===== src/rtl/fcd_pkg.sv =====
package fcd_pkg;

    localparam int DATA_W     = 16;
    localparam int CMD_ADDR_W = 11;

    typedef enum logic [1:0] {
        VIEW_ARRAY,
        VIEW_IDENT,
        VIEW_QUERY,
        VIEW_BYPASS
    } view_e;

    typedef enum logic [2:0] {
        SEQ_IDLE,
        SEQ_GOT_FIRST,
        SEQ_GOT_SECOND,
        SEQ_WAIT_DATA,
        SEQ_WAIT_BYP_DATA
    } seq_e;

    typedef struct packed {
        logic [7:0]            code;
        logic [CMD_ADDR_W-1:0] loc;
    } bus_cmd_t;

    localparam logic [CMD_ADDR_W-1:0] LOC_KEY_A = 11'h555;
    localparam logic [CMD_ADDR_W-1:0] LOC_KEY_B = 11'h2AA;
    localparam logic [CMD_ADDR_W-1:0] LOC_QUERY = 11'h055;

    localparam logic [7:0] CODE_KEY_A   = 8'hAA;
    localparam logic [7:0] CODE_KEY_B   = 8'h55;
    localparam logic [7:0] CODE_IDENT   = 8'h90;
    localparam logic [7:0] CODE_QUERY   = 8'h98;
    localparam logic [7:0] CODE_EXIT    = 8'hF0;
    localparam logic [7:0] CODE_PROGRAM = 8'hA0;
    localparam logic [7:0] CODE_BYPASS  = 8'h20;
    localparam logic [7:0] CODE_BYP_OFF = 8'h00;

    function automatic logic cmd_is(bus_cmd_t c, logic [7:0] code,
                                    logic [CMD_ADDR_W-1:0] loc);
        return (c.code == code) && (c.loc == loc);
    endfunction

    function automatic logic [DATA_W-1:0] ident_word(logic [CMD_ADDR_W-1:0] a);
        case (a)
            11'h000: return 16'h00BF;
            11'h001: return 16'h236D;
            default: return '0;
        endcase
    endfunction

    function automatic logic [DATA_W-1:0] query_word(logic [CMD_ADDR_W-1:0] a);
        case (a)
            11'h010: return 16'h0051;
            11'h011: return 16'h0052;
            11'h012: return 16'h0059;
            default: return '0;
        endcase
    endfunction

endpackage


===== src/rtl/fcd_seq.sv =====
module fcd_seq
    import fcd_pkg::*;
#(
    parameter int ADDR_W = 16
) (
    input  logic                  clk,
    input  logic                  rst,
    input  logic                  wr_en,
    input  logic [ADDR_W-1:0]     addr,
    input  logic [DATA_W-1:0]     wdata,
    output view_e                 view,
    output logic                  prog_req,
    output logic [ADDR_W-1:0]     prog_addr,
    output logic [DATA_W-1:0]     prog_data
);

    seq_e     step_q, step_d;
    view_e    view_q, view_d;
    logic     nest_q, nest_d;
    logic     fire_d;
    bus_cmd_t cmd;

    assign cmd.code = wdata[7:0];
    assign cmd.loc  = addr[CMD_ADDR_W-1:0];

    always_comb begin
        step_d = step_q;
        view_d = view_q;
        nest_d = nest_q;
        fire_d = 1'b0;
        if (wr_en) begin
            unique case (step_q)
                SEQ_IDLE: begin
                    unique case (view_q)
                        VIEW_ARRAY: begin
                            if (cmd_is(cmd, CODE_KEY_A, LOC_KEY_A)) begin
                                step_d = SEQ_GOT_FIRST;
                            end else if (cmd_is(cmd, CODE_QUERY, LOC_QUERY)) begin
                                view_d = VIEW_QUERY;
                                nest_d = 1'b0;
                            end
                        end
                        VIEW_IDENT: begin
                            if (cmd_is(cmd, CODE_QUERY, LOC_QUERY)) begin
                                view_d = VIEW_QUERY;
                                nest_d = 1'b1;
                            end else begin
                                view_d = VIEW_ARRAY;
                            end
                        end
                        VIEW_QUERY: begin
                            if (cmd.code == CODE_EXIT && nest_q) begin
                                view_d = VIEW_IDENT;
                            end else begin
                                view_d = VIEW_ARRAY;
                            end
                            nest_d = 1'b0;
                        end
                        VIEW_BYPASS: begin
                            if (cmd.code == CODE_PROGRAM) begin
                                step_d = SEQ_WAIT_BYP_DATA;
                            end else begin
                                view_d = VIEW_ARRAY;
                            end
                        end
                        default: view_d = VIEW_ARRAY;
                    endcase
                end
                SEQ_GOT_FIRST: begin
                    if (cmd_is(cmd, CODE_KEY_B, LOC_KEY_B)) begin
                        step_d = SEQ_GOT_SECOND;
                    end else begin
                        step_d = SEQ_IDLE;
                        view_d = VIEW_ARRAY;
                    end
                end
                SEQ_GOT_SECOND: begin
                    step_d = SEQ_IDLE;
                    if (cmd_is(cmd, CODE_IDENT, LOC_KEY_A)) begin
                        view_d = VIEW_IDENT;
                    end else if (cmd_is(cmd, CODE_BYPASS, LOC_KEY_A)) begin
                        view_d = VIEW_BYPASS;
                    end else if (cmd_is(cmd, CODE_PROGRAM, LOC_KEY_A)) begin
                        step_d = SEQ_WAIT_DATA;
                    end else begin
                        view_d = VIEW_ARRAY;
                    end
                end
                SEQ_WAIT_DATA: begin
                    fire_d = 1'b1;
                    step_d = SEQ_IDLE;
                end
                SEQ_WAIT_BYP_DATA: begin
                    fire_d = 1'b1;
                    step_d = SEQ_IDLE;
                end
                default: begin
                    step_d = SEQ_IDLE;
                    view_d = VIEW_ARRAY;
                end
            endcase
        end
    end

    always_ff @(posedge clk) begin
        if (rst) begin
            step_q    <= SEQ_IDLE;
            view_q    <= VIEW_ARRAY;
            nest_q    <= 1'b0;
            prog_req  <= 1'b0;
            prog_addr <= '0;
            prog_data <= '0;
        end else begin
            step_q   <= step_d;
            view_q   <= view_d;
            nest_q   <= nest_d;
            prog_req <= fire_d;
            if (fire_d) begin
                prog_addr <= addr;
                prog_data <= wdata;
            end
        end
    end

    assign view = view_q;

    assert_prog_single_R5: assert property (@(posedge clk) disable iff (rst)
        prog_req |=> !prog_req);

    assert_prog_from_write_R5: assert property (@(posedge clk) disable iff (rst)
        $rose(prog_req) |-> $past(wr_en));

    assert_view_hold_R10: assert property (@(posedge clk) disable iff (rst)
        !wr_en |=> $stable(view_q));

    assert_bypass_entry_R7: assert property (@(posedge clk) disable iff (rst)
        $rose(view_q == VIEW_BYPASS) |-> $past(step_q == SEQ_GOT_SECOND && wr_en));

    assert_ident_from_query_R4: assert property (@(posedge clk) disable iff (rst)
        (view_q == VIEW_IDENT && $past(view_q) != VIEW_IDENT)
            |-> ($past(view_q) == VIEW_QUERY || $past(step_q) == SEQ_GOT_SECOND));

endmodule


===== src/rtl/fcd_array.sv =====
module fcd_array
    import fcd_pkg::*;
#(
    parameter int MEM_AW = 6
) (
    input  logic              clk,
    input  logic              rst,
    input  logic              prog_req,
    input  logic [MEM_AW-1:0] prog_idx,
    input  logic [DATA_W-1:0] prog_data,
    input  logic [MEM_AW-1:0] rd_idx,
    output logic [DATA_W-1:0] rd_word
);

    localparam int DEPTH = 1 << MEM_AW;

    logic [DATA_W-1:0] words [DEPTH];

    for (genvar g = 0; g < DEPTH; g++) begin : g_word
        logic [DATA_W-1:0] cell_q;
        logic              hit;

        assign hit      = prog_req && (prog_idx == MEM_AW'(g));
        assign words[g] = cell_q;

        always_ff @(posedge clk) begin
            if (rst) begin
                cell_q <= '1;
            end else if (hit) begin
                cell_q <= cell_q & prog_data;
            end
        end

        assert_clear_only_R6: assert property (@(posedge clk) disable iff (rst)
            hit |=> ((cell_q & ~$past(cell_q)) == '0));
    end

    assign rd_word = words[rd_idx];

endmodule


===== src/rtl/fcd_readmux.sv =====
module fcd_readmux
    import fcd_pkg::*;
(
    input  logic                  clk,
    input  logic                  rst,
    input  logic                  rd_en,
    input  view_e                 view,
    input  logic [CMD_ADDR_W-1:0] loc,
    input  logic [DATA_W-1:0]     array_word,
    output logic [DATA_W-1:0]     rdata
);

    logic [DATA_W-1:0] sel;

    always_comb begin
        unique case (view)
            VIEW_IDENT: sel = ident_word(loc);
            VIEW_QUERY: sel = query_word(loc);
            default:    sel = array_word;
        endcase
    end

    always_ff @(posedge clk) begin
        if (rst) begin
            rdata <= '0;
        end else if (rd_en) begin
            rdata <= sel;
        end
    end

    assert_rdata_hold_R11: assert property (@(posedge clk) disable iff (rst)
        !rd_en |=> $stable(rdata));

endmodule


===== src/rtl/flash_cmd_decoder.sv =====
module flash_cmd_decoder
    import fcd_pkg::*;
#(
    parameter int ADDR_W = 16,
    parameter int MEM_AW = 6
) (
    input  logic              clk,
    input  logic              rst,
    input  logic              wr_en,
    input  logic              rd_en,
    input  logic [ADDR_W-1:0] addr,
    input  logic [15:0]       wdata,
    output logic [15:0]       rdata,
    output logic              prog_req,
    output logic [ADDR_W-1:0] prog_addr,
    output logic [15:0]       prog_data
);

    view_e             view;
    logic [DATA_W-1:0] array_word;

    fcd_seq #(.ADDR_W(ADDR_W)) u_seq (
        .clk       (clk),
        .rst       (rst),
        .wr_en     (wr_en),
        .addr      (addr),
        .wdata     (wdata),
        .view      (view),
        .prog_req  (prog_req),
        .prog_addr (prog_addr),
        .prog_data (prog_data)
    );

    fcd_array #(.MEM_AW(MEM_AW)) u_array (
        .clk       (clk),
        .rst       (rst),
        .prog_req  (prog_req),
        .prog_idx  (prog_addr[MEM_AW-1:0]),
        .prog_data (prog_data),
        .rd_idx    (addr[MEM_AW-1:0]),
        .rd_word   (array_word)
    );

    fcd_readmux u_rmux (
        .clk        (clk),
        .rst        (rst),
        .rd_en      (rd_en),
        .view       (view),
        .loc        (addr[CMD_ADDR_W-1:0]),
        .array_word (array_word),
        .rdata      (rdata)
    );

endmodule


===== config.mk =====
export PLATFORM = sky130hd
export DESIGN_NAME = flash_cmd_decoder
export DESIGN_NICKNAME = d
export VERILOG_FILES = /design/src/rtl/fcd_pkg.sv /design/src/rtl/fcd_seq.sv /design/src/rtl/fcd_array.sv /design/src/rtl/fcd_readmux.sv /design/src/rtl/flash_cmd_decoder.sv
export SDC_FILE = /design/constraint.sdc
export NUM_CORES = 2
export LEC_CHECK = 0
export BUFFER_PORTS_ARGS = -buffer_cell sky130_fd_sc_hd__clkbuf_2
export CORE_MARGIN = 3
export CORE_UTILIZATION = 39
export CTS_CLUSTER_DIAMETER = 60
export DETAILED_ROUTE_END_ITERATION = 16
export SLEW_MARGIN = 20
export SYNTH_ARGS = -nofsm -noshare
export SYNTH_HDL_FRONTEND = slang
export SYNTH_SLANG_ARGS = --single-unit

===== constraint.sdc =====
create_clock -name clk -period 2.92 [get_ports clk]
set_input_delay 0.584 -clock clk [delete_from_list [all_inputs] [get_ports clk]]
set_output_delay 0.584 -clock clk [all_outputs]
set_load 0.01 [all_outputs]

==> impl_metrics.yaml <==
status:
  status: "complete, no violations"
die:
  rows: 123
  die_area_um2: 119000
  core_um2: 113000
  initial_core_util_pct: 39.5
  fp.dieW_um: 344
  ios: 85
  die_y_um: 344
setup_path:
  cp-startpoint: "u_seq.view[0]"
  cp_data_required_time_ns: 3.53
  critPathCaptureType: "register"
  critPathArrivalTime_ns: 3.29
  crit_fanout: 11
  r2r_start: "u_seq.view[0]"
  path_class: "register to register"
  regToRegSetupSlack_ns: 0.23
  crit_path_start_kind: "register"
route:
  wire_per_inst_um: 22.7
  firstDrtPassIters: 5
  ant_nets: 0
  drt-total-wl_um: 139000
  wl_met2_um: 61800
  routedLengthMet1_um: 62500
  drt-initial-drc-count: 3409
  maxUsedRoutingLayer: "met5"
  route.detailed.drc: 0
  vias: 34067
  wl_met3_um: 10100
  vias_per_cell: 5.57
timing:
  drv_slew: 0
  clock.fmax_mhz: 372
  fin_tns_setup_ns: 0
  period_minus_slack_ns: 2.69
  worst_slew_pin_slew_ns: 0.966
  holdWs_ns: 0.109
  slew-limit-headroom_pct: 35.4
  hold_violations: 0
  fin_ws_ns: 0.234
  setup_viol: 0
  period_share_pct: 92.0
  finClkSkew_ns: 0.0236
  rsz0062_at_grt: "false"
layout:
  syn2layout_area_growth_pct: 14.4
  postLayoutCoreUtil_pct: 45.2
  layout-drive-gt1-share_pct: 17.0
  design_area_um2: 51100
  nFillCells: 10648
  stdcell_count: 6119
  nNetsFinal: 4572
job:
  maxCapViolCount: 0
min_path:
  hp-start: "wdata[13]"
  hp-class: "input pin to register"
yosys:
  synth.distinct_cells: 61
  yosysSeqAreaShare_pct: 48.4
  synth_nets: 4527
  synthFlopType: "dfxtp_1"
  syn_avg_cell_area_um2: 9.96
  synth-seq-cells: 1079
  syn_inst: 4485
  syn_area_um2: 44700
  synth_edf_count: 0
  async_reset_ff_share_pct: 0
  ys_warn_count: 0
place:
  dpl.hpwl_um: 85900
  gp_congestion: 0.882
  pre_cts_ws_ns: -0.158
  dp.cells: 5916
  port_buffers: 84
  postPlaceCellArea_um2: 47400
cts:
  path_clk_slew_ns: 0.06
  cts_buffers: 112
  cts_buffer_depth: 3
  cts-root-buf: "clkbuf_16"
  clock-sinks: 1079
  cts_resized: 0
  htreeDepth: 3
  postCtsSetupBuffers: 0
  clkLatencyLatePin_ns: 0.69
  cts_tree: "built"
  postCtsHoldBufs: 0
grt:
  gr-total-overflow: 0
  grt_first_pass_wirelength_um: 209000
  grt_pass1_vias: 32846
  grt_max_degree: 271
  groute.usage.overall_pct: 23.0
  antenna_found_initial: 6
pwr:
  p_leak_nw: 18.1
  fin_total_pwr_mw: 30.7
  vdd_drop_max_uv: 444
  powerDensity_nw_per_um2: 601
[power by group]
| part | switching, mW | internal [mW] |
|---|---|---|
| clock | 5.93 | 8.36 |
| combinational | 0.901 | 0.699 |
| sequential | 0.0858 | 14.8 |
[layer usage]
layer / vias up / GRT usage, %
met1: 17027 / 32.2
met5: - / 0
li1: 15648 / -
met2: 1162 / 35.8
met3: 228 / 4.09
met4: 2 / 7.89
[layout make-up]
type,count,area [um^2],share of cell area (%)
Multi-Input combinational cell,2988,21200,41.5
Sequential cell,1079,21600,42.3
Clock inverter,27,273,0.534
Inverter,9,33.8,0.0661
Clock buffer,171,3420,6.69
Timing Repair Buffer,340,2660,5.20
Tap cell,1500,1880,3.67
Antenna cell,5,12.5,0.0245
[cells in the mapped netlist (all sizes together) (4+ instances only)]
cell type,number,area (um^2)
a21oi,62,310
mux2,18,203
ha,6,75.1
clkbuf,326,1220
mux2i,118,1180
o2111ai,7,61.3
nand4,6,37.5
and3,5,31.3
inv,8,30.0
nor4,10,62.6
and2,8,50.1
nor3b,5,37.5
o22ai,10,62.6
nor3,18,90.1
a221oi,15,138
dfxtp,1079,21600
nand2b,1036,6480
nor2,53,199
mux4,232,5230
a31oi,15,93.8
o21a,4,30.0
buf,83,618
nand3,17,85.1
o211ai,11,82.6
o21ai,1055,5280
nor2b,14,87.6
a22oi,11,82.6
a211oi,16,120
nand2,195,732
o221ai,6,52.6
[kinds of logic after synthesis]
logic type      share of synthesized area (%)
mux                                      14.8
compound gates                           14.5
fa+ha+maj                               0.168
simple gates                             18.0
buf+inv                                  4.20
flops                                    48.4
[worst max-delay path: stages (launching register included)]
cell and delay, ns:
dfxtp_1 0.38, inv_1 0.12, ha_1 0.36, buf_4 0.21, nor2_1 0.32, nand2_1 0.37, a221oi_1 0.58, a21oi_1 0.15
o211ai_1 0.11
[layout by cell type (no fill, tap or decap), types with 13 or more instances in the layout]
cell and n:
nor3_1 18, mux2_2 18, clkbuf_16 116, clkinv_2 13, dfxtp_2 16, clkbuf_1 24, nand2_1 195, mux2i_1 118
a21oi_1 62, nand3_1 17, o21ai_0 1050, buf_12 22, a31oi_1 15, nor2b_1 14, nand2b_1 1036, dfxtp_1 1063
a211oi_1 16, a221oi_1 14, mux4_2 231, buf_4 234, clkbuf_2 80, clkbuf_8 31, nor2_1 52
[registers in the layout, indices dropped and copies added (netlist names)]
signal,flops
u_rmux.rdata,16
u_seq.prog_addr,16
u_array.g_word.cell_q,1024
u_seq.nest_q,1
u_seq.view,2
u_seq.prog_data,16
u_seq.prog_req,1
u_seq.step_q,3
[path summary, 6_finish.rpt]
kind                              end  cells past startpoint
setup / recovery      u_rmux.rdata[3]                      8
hold / removal    u_seq.prog_data[13]                      3
setup reg to reg      u_rmux.rdata[3]                      8
hold reg to reg   u_seq.prog_addr[11]                      2
(Power assumes the default switching activity.)
